==> src/rtl/uart_rx_pkg.sv <==
package uart_rx_pkg;

  typedef enum logic [1:0] {
    RX_IDLE  = 2'd0,
    RX_START = 2'd1,
    RX_DATA  = 2'd2,
    RX_STOP  = 2'd3
  } rxState_t;

  typedef struct packed {
    logic sampleBit;
    logic commitFrame;
  } rxStrobes_t;

endpackage

==> src/rtl/uart_rx_ctrl.sv <==
module uart_rx_ctrl
  import uart_rx_pkg::*;
#(
  parameter int DATA_BITS  = 8,
  parameter int TICKS_FAST = 8,
  parameter int TICKS_SLOW = 16
) (
  input  logic       clk,
  input  logic       rstN,
  input  logic       sampleTick,
  input  logic       rxLine,
  input  logic       rxEnable,
  input  logic       slowMode,
  output rxStrobes_t strobes
);

  localparam int CW = $clog2(TICKS_SLOW);
  localparam int BW = $clog2(DATA_BITS + 1);
  localparam logic [CW-1:0] FAST_LAST = CW'(TICKS_FAST - 1);
  localparam logic [CW-1:0] SLOW_LAST = CW'(TICKS_SLOW - 1);
  localparam logic [CW-1:0] FAST_HALF = CW'(TICKS_FAST / 2 - 1);
  localparam logic [CW-1:0] SLOW_HALF = CW'(TICKS_SLOW / 2 - 1);
  localparam logic [BW-1:0] LAST_BIT  = BW'(DATA_BITS - 1);

  rxState_t      state;
  logic [CW-1:0] tickCnt;
  logic [BW-1:0] bitIdx;
  logic [CW-1:0] bitLast;
  logic [CW-1:0] halfLast;
  logic          atBitEnd;

  assign bitLast  = slowMode ? SLOW_LAST : FAST_LAST;
  assign halfLast = slowMode ? SLOW_HALF : FAST_HALF;
  assign atBitEnd = (tickCnt == bitLast);

  always_ff @(posedge clk) begin
    if (!rstN) begin
      state   <= RX_IDLE;
      tickCnt <= '0;
      bitIdx  <= '0;
    end else if (sampleTick) begin
      case (state)
        RX_IDLE: begin
          if (rxEnable && !rxLine) begin
            state   <= RX_START;
            tickCnt <= CW'(1);
          end
        end
        RX_START: begin
          if (rxLine) begin
            state   <= RX_IDLE;
            tickCnt <= '0;
          end else if (tickCnt == halfLast) begin
            state   <= RX_DATA;
            tickCnt <= '0;
            bitIdx  <= '0;
          end else begin
            tickCnt <= tickCnt + CW'(1);
          end
        end
        RX_DATA: begin
          if (atBitEnd) begin
            tickCnt <= '0;
            if (bitIdx == LAST_BIT) state <= RX_STOP;
            else bitIdx <= bitIdx + BW'(1);
          end else begin
            tickCnt <= tickCnt + CW'(1);
          end
        end
        RX_STOP: begin
          if (atBitEnd) begin
            state   <= RX_IDLE;
            tickCnt <= '0;
          end else begin
            tickCnt <= tickCnt + CW'(1);
          end
        end
        default: state <= RX_IDLE;
      endcase
    end
  end

  always_comb begin
    strobes.sampleBit   = sampleTick && (state == RX_DATA) && atBitEnd;
    strobes.commitFrame = sampleTick && (state == RX_STOP) && atBitEnd;
  end

  // Checker state: data samples counted since start acceptance
  logic [BW-1:0] bitsSeen;
  always_ff @(posedge clk) begin
    if (!rstN) bitsSeen <= '0;
    else if (state == RX_START && sampleTick && !rxLine && tickCnt == halfLast) bitsSeen <= '0;
    else if (strobes.sampleBit) bitsSeen <= bitsSeen + BW'(1);
  end

  p_drop_on_high_r3: assert property (@(posedge clk) disable iff (!rstN)
    (state == RX_START && sampleTick && rxLine) |=> (state == RX_IDLE));

  p_idle_gate_r5: assert property (@(posedge clk) disable iff (!rstN)
    (state == RX_IDLE && !rxEnable) |=> (state == RX_IDLE));

  p_bit_count_r4: assert property (@(posedge clk) disable iff (!rstN)
    strobes.commitFrame |-> (bitsSeen == BW'(DATA_BITS)));

  p_strobe_excl_r7: assert property (@(posedge clk) disable iff (!rstN)
    !(strobes.sampleBit && strobes.commitFrame));

endmodule

==> src/rtl/uart_rx_datapath.sv <==
module uart_rx_datapath
  import uart_rx_pkg::*;
#(
  parameter int DATA_BITS = 8
) (
  input  logic                 clk,
  input  logic                 rstN,
  input  logic                 rxLine,
  input  rxStrobes_t           strobes,
  input  logic                 clearErr,
  input  logic                 readAck,
  output logic [DATA_BITS-1:0] rxData,
  output logic                 rxFull,
  output logic                 frameErr
);

  logic [DATA_BITS-1:0] shiftReg;

  always_ff @(posedge clk) begin
    if (!rstN) begin
      shiftReg <= '0;
      rxData   <= '0;
      rxFull   <= 1'b0;
      frameErr <= 1'b0;
    end else begin
      if (strobes.sampleBit) shiftReg <= {rxLine, shiftReg[DATA_BITS-1:1]};
      if (strobes.commitFrame) rxData <= shiftReg;

      if (strobes.commitFrame) rxFull <= 1'b1;
      else if (readAck)        rxFull <= 1'b0;

      if (strobes.commitFrame && !rxLine) frameErr <= 1'b1;
      else if (clearErr)                  frameErr <= 1'b0;
    end
  end

  p_commit_full_r7: assert property (@(posedge clk) disable iff (!rstN)
    strobes.commitFrame |=> (rxFull && rxData == $past(shiftReg)));

  p_stop_low_err_r6: assert property (@(posedge clk) disable iff (!rstN)
    (strobes.commitFrame && !rxLine) |=> frameErr);

  p_clear_err_r8: assert property (@(posedge clk) disable iff (!rstN)
    (clearErr && !strobes.commitFrame) |=> !frameErr);

  p_ack_full_r8: assert property (@(posedge clk) disable iff (!rstN)
    (readAck && !strobes.commitFrame) |=> !rxFull);

  p_data_hold_r5: assert property (@(posedge clk) disable iff (!rstN)
    !strobes.commitFrame |=> $stable(rxData));

endmodule

==> src/rtl/uart_rx_sampler.sv <==
module uart_rx_sampler
  import uart_rx_pkg::*;
#(
  parameter int DATA_BITS  = 8,
  parameter int TICKS_FAST = 8,
  parameter int TICKS_SLOW = 16
) (
  input  logic                 clk,
  input  logic                 rstN,
  input  logic                 sampleTick,
  input  logic                 rxLine,
  input  logic                 rxEnable,
  input  logic                 slowMode,
  input  logic                 clearErr,
  input  logic                 readAck,
  output logic [DATA_BITS-1:0] rxData,
  output logic                 rxFull,
  output logic                 frameErr,
  output logic                 rxIrq
);

  rxStrobes_t strobes;

  uart_rx_ctrl #(
    .DATA_BITS (DATA_BITS),
    .TICKS_FAST(TICKS_FAST),
    .TICKS_SLOW(TICKS_SLOW)
  ) u_ctrl (
    .clk       (clk),
    .rstN      (rstN),
    .sampleTick(sampleTick),
    .rxLine    (rxLine),
    .rxEnable  (rxEnable),
    .slowMode  (slowMode),
    .strobes   (strobes)
  );

  uart_rx_datapath #(
    .DATA_BITS(DATA_BITS)
  ) u_dp (
    .clk     (clk),
    .rstN    (rstN),
    .rxLine  (rxLine),
    .strobes (strobes),
    .clearErr(clearErr),
    .readAck (readAck),
    .rxData  (rxData),
    .rxFull  (rxFull),
    .frameErr(frameErr)
  );

  assign rxIrq = rxFull | frameErr;

endmodule

==> config.mk <==
export PLATFORM = sky130hd
export DESIGN_NAME = uart_rx_sampler
export DESIGN_NICKNAME = d
export VERILOG_FILES = /design/src/rtl/uart_rx_pkg.sv /design/src/rtl/uart_rx_ctrl.sv /design/src/rtl/uart_rx_datapath.sv /design/src/rtl/uart_rx_sampler.sv
export SDC_FILE = /design/constraint.sdc
export NUM_CORES = 1
export LEC_CHECK = 0
export ABC_AREA = 1
export BUFFER_PORTS_ARGS = -buffer_cell sky130_fd_sc_hd__buf_2
export CAP_MARGIN = 20
export CORE_ASPECT_RATIO = 1.4
export CORE_MARGIN = 2
export CORE_UTILIZATION = 32
export CTS_CLUSTER_SIZE = 12
export DETAILED_ROUTE_END_ITERATION = 6
export GPL_TIMING_DRIVEN = 0
export PLACE_DENSITY = 0.51
export SKIP_LAST_GASP = 1
export SLEW_MARGIN = 5
export SYNTH_ARGS = -nofsm -noshare
export SYNTH_HDL_FRONTEND = slang
export SYNTH_HIERARCHICAL = 1
export SYNTH_SLANG_ARGS = --single-unit
==> constraint.sdc <==
create_clock -name clk -period 2.5 [get_ports clk]
set_clock_uncertainty 0.1 [all_clocks]
set_input_delay 0.125 -clock clk [delete_from_list [all_inputs] [get_ports clk]]
set_output_delay 0.125 -clock clk [all_outputs]
set_load 0.01 [all_outputs]
## After elaboration in Yosys (flattened, before gate mapping)

Index checks and enable logic that the tools add are counted.
W data, S select, Z words.

- $add $sub $neg: 2
- Multiply operators: 0
- Divide/modulo/power cells: 0
- Magnitude comparators: 0
- Equal/unequal tests: 14
- Shift-type cells: 0
- Multiplexer cells: 23
- Bitwise gates (word level): 1
- Reductions and logical operators: 15

Operator list:

| operator | count |
|---|---|
| $mux W4 | 9 |
| $mux W2 | 6 |
| $pmux W4 S3 | 1 |
| $reduce_and A6 Y1 | 2 |
| $add A4 B1 Y4 const B | 2 |
| $eq A4 B4 Y1 | 2 |
| $ne A2 B1 Y1 const B | 4 |
| $pmux W2 S4 | 1 |
| $pmux W4 S2 | 1 |
| $logic_and A1 B1 Y1 | 6 |
| $ne A2 B2 Y1 const B | 3 |
| $reduce_bool A2 Y1 | 3 |
| $eq A2 B2 Y1 const B | 2 |
| $eq A4 B3 Y1 const B | 1 |
| $mux W1 | 4 |
| $mux W3 | 1 |
| $ne A3 B3 Y1 const B | 1 |
| $eq A2 B1 Y1 const B | 1 |
| $logic_not A2 Y1 | 1 |
| $reduce_and A2 Y1 | 1 |
| $reduce_or A2 Y1 | 1 |
| $logic_not A1 Y1 | 1 |
| $or A1 B1 Y1 | 1 |

- Register bits: 28
- Latch bits: 0
- Bits in writable memories: 0
- Bits in read-only memories: 0
- Input port bits: 8
- Output and inout port bits: 11
- Word-level logic and storage cells: 62
- Memories: 0

## Logic depth before layout (Yosys ltp)

- Word-level depth: 5
- Mapped depth: 9
- Gate-level depth less buffers: 9

## Cells and area by module

The synthesis kept the hierarchy.

Modules (own cells, without submodules):

| module | instances | cells each | area each (µm²) | seq. area each (µm²) |
|---|---|---|---|---|
| uart_rx_ctrl | 1 | 110 | 744.5 | 200.2 |
| uart_rx_datapath | 1 | 79 | 620.6 | 360.3 |
| uart_rx_sampler | 1 | 3 | 11.3 | 0.0 |

## Least setup slack after synthesis

No wires, ideal clock.

- Path type: reg2reg
- Start: register u_ctrl.tickCnt[0]
- End: register u_dp.shiftReg[7]
- Setup time: 116 ps
- Data arrival time: 1,619 ps
- Slack: 665 ps
- Stages on the path, launching flop included: 9
- Path buffers: 0
- Cells stage by stage: dfxtp_1 ha_1 nand2_1 clkinv_1 nand3_2 nor3_1 inv_2 nor2_1 nor2_1

RTL lines:

| element | RTL line | source |
|---|---|---|
| from (decl) | uart_rx_ctrl.sv:26 | `logic [CW-1:0] tickCnt;` |
| from (signal assigned) | uart_rx_ctrl.sv:58 | `tickCnt <= tickCnt + CW'(1);` |
| from (signal assigned) | uart_rx_ctrl.sv:67 | `tickCnt <= tickCnt + CW'(1);` |
| from (signal assigned) | uart_rx_ctrl.sv:75 | `tickCnt <= tickCnt + CW'(1);` |
| to (signal assigned) | uart_rx_datapath.sv:26 | `if (strobes.sampleBit) shiftReg <= {rxLine, shiftReg[DATA_BITS-1:1]};` |
| to (decl) | uart_rx_datapath.sv:17 | `logic [DATA_BITS-1:0] shiftReg;` |

==> impl_metrics.ini <==
[placed_design]
dp_hpwl_um = 2170
io_buffers = 18
placed_cell_area_sq_mm = 0.00152
gp_congestion = 0.802

[synth]
yosys.area_share.simple = 0.368
synth_top_family_by_area = simple AND/OR/NAND/NOR gates
avgSynthCellArea_sq_um = 7.17
yosys_most_used_dff = dfxtp_1
synth_fa_ha_area_frac = 0.0182
synth_top_area_share = 0.407
synth_most_common_cell = nor2_1
syn_nets = 202
syn_inst = 192
ys_ff_latch = 28
ys_seq_area_frac = 0.407
synth-async-reset-ratio = 0
synth_area_leaders = dfxtp_1 41%, nor2_1 11%, nand2_1 7.6%, nand3_1 4.7%, o21ai_1 4.4%
synth_xor_area_frac = 0.00636
ys_top_cells_by_count = 40 x nor2_1, 28 x dfxtp_1, 28 x nand2_1, 16 x inv_1, 13 x nand3_1
synth_mux_area_frac = 0
netlist_area_sq_mm = 0.00138
yosysWarnings = 6
yosys.area.top_type = dfxtp_1
synth-edff-count = 0
ys_types = 24
synth-compound-area-share = 0.117

[critical_path]
worst_path_most_repeated_cell = nor2_1
end_kind = flip-flop
critPathSlowestCell = nor3_2
crit_chain = ha_1 -> nand2_1 -> clkinv_1 -> nand3_2 -> nor3_2 -> inv_2 -> nor2_1 -> nor2_1
critPathArrivalTime_ps = 1990
r2r-start = u_ctrl/tickCnt[0]
path_class = reg -> reg
critPathMaxStageDelay_ps = 480
path_buf_inv = 2
crit_path_max_fanout = 9
reg2reg_to = u_dp/shiftReg[0]
ff2ff_setup_slack_ps = 580
start_kind = flip-flop
cp_top_family = simple AND/OR/NAND/NOR gates
cp.required_ps = 2570
rr_worst_depth = 8

[route]
viasPerCell = 4.63
met3_length_um = 80
dr.pass1.iters = 4
first_iter_violations = 19
wl_um = 2840
vias = 1209
top_layer_used = met4
antenna_left = 0
drc = 0
wl_met2_um = 1480
wl_met1_um = 1260
wire_per_inst_um = 10.9

[job]
drv_cap = 0

[cells_and_area]
final_nets = 227
register_area_sq_um = 561
areaGrowthSynthToFinish_pct = 16.5
antenna_cells = 0
final.fill_count = 444
multi_input_area_sq_um = 707
drive_gt1_frac = 0.250
design_area_sq_mm = 0.00160

[cts]
cts_tree = built
h-tree-depth = 1
clock_sinks = 28
cts_root_buf = clkbuf_8
clk_latency_ps = 260
clkTransAtPathRegs_ps = 90
numCtsBuffers = 3
max-clock-path-buffers = 2

[sta]
min_period_ps = 1920
fin_crit_sh = 0.769
fmax_ghz = 0.520
rsz0062_at_grt = no
worstMarginPinSlew_ps = 582
whs_ps = 79.4
setup_viol = 0
tns_ps = 0
slew_viol_final = 0
hold_viol = 0
max_slew_margin = 0.610

[grt]
grt_antenna_before_repair = 0
grt_pass1_wl_um = 4730
overflow = 0
grt_max_degree = 16
grtUsageTotal = 0.125
grt_pass1_vias = 1146

[pwr]
powerDensity_mw_per_mm2 = 492
power_mw = 0.789
peakVddDrop_uv = 237
p_leak_nw = 0.764

[hold_path]
min_from = rxLine
hp-class = in -> reg
min_path_cells = 3
holdPathEnd = u_dp/shiftReg[7]

[die]
start_util = 0.330
coreArea_sq_mm = 0.00417
num_rows = 28
ios = 19
dieWidth_um = 59.4
die_h_um = 81.6
die-area_sq_mm = 0.00485

[status]
status = finished, final reports clean
## through the flow
| stage | util | cells | setup slack, ps |
|---|---|---|---|
| 3_3_place_gp | 0.365 | 255 | 233 |
| 4_1_cts | 0.383 | 261 | 191 |
| 2_1_floorplan | - | 192 | 665 |
| 5_1_grt | 0.384 | 261 | 376 |
| 6_report | 0.384 | 261 | 577 |
| 3_5_place_dp | 0.365 | 255 | 211 |
## where the power goes
group	total [mW]	switching, mW	leakage, nW	internal [mW]
Sequential	0.455	0.00581	0.226	0.449
Clock	0.272	0.132	0.0288	0.141
Combinational	0.0617	0.0390	0.509	0.0228
## cells by family after synthesis
logic type,Yosys count
buf+inv,28
compound gates,30
fa+ha+maj,2
flops,28
simple gates,103
xor+xnor,1
## registers in the layout (all words and copies together), names as in the netlist, named ones only
signal	count
u_dp/shiftReg	8
u_ctrl/bitIdx	4
u_dp/rxFull	1
u_ctrl/tickCnt	4
u_dp/rxData	8
u_ctrl/state	1
u_dp/frameErr	1
## per-layer routing
layer / global-route usage / vias to the layer above
li1: - / 655
met1: 0.144 / 541
met2: 0.233 / 11
met3: 0.0205 / 2
met4: 0.0341 / 0
met5: 0 / -
## worst max path at each step
stage          cells after the start          endpoint         startpoint
6_report                           8  u_dp/shiftReg[0]  u_ctrl/tickCnt[0]
3_5_place_dp                       8  u_dp/shiftReg[6]  u_ctrl/tickCnt[0]
5_1_grt                            8  u_dp/shiftReg[0]  u_ctrl/tickCnt[0]
2_1_floorplan                      8  u_dp/shiftReg[7]  u_ctrl/tickCnt[0]
4_1_cts                            8  u_dp/shiftReg[6]  u_ctrl/tickCnt[0]
3_3_place_gp                       8  u_dp/shiftReg[2]  u_ctrl/tickCnt[0]
## tightest hold or removal path, cell delays in order
cell	delay, ps
buf_2	140
nor2_1	60
nor2_1	90
## what timing repair did
action | 4_1_cts | 5_1_grt
hold endpoints to repair | 2 | 0
setup buffers | 0 | 0
hold buffers | 2 | 0
resized for setup | 0 | 1
endpoints found under the setup margin | 0 | 2
## cell type report
type	count	area share
buffer	2	0.0101
clock buffer	4	0.0343
inverter	26	0.0609
multi-input combinational	136	0.441
sequential	28	0.350
tap	45	0.0351
timing repair buffer	20	0.0687
## cell usage in the layout, fill, tap and decap left out, drive strengths merged, types with 2 or more instances in the layout
cell type	instances
a21oi	11
buf	20
nand3	15
nor2	47
ha	2
inv	25
nand4	2
o21ai	19
dlygate4sd3	2
nand2	37
dfxtp	28
clkbuf	4
Note: power is estimated with default switching activity, not from simulation.
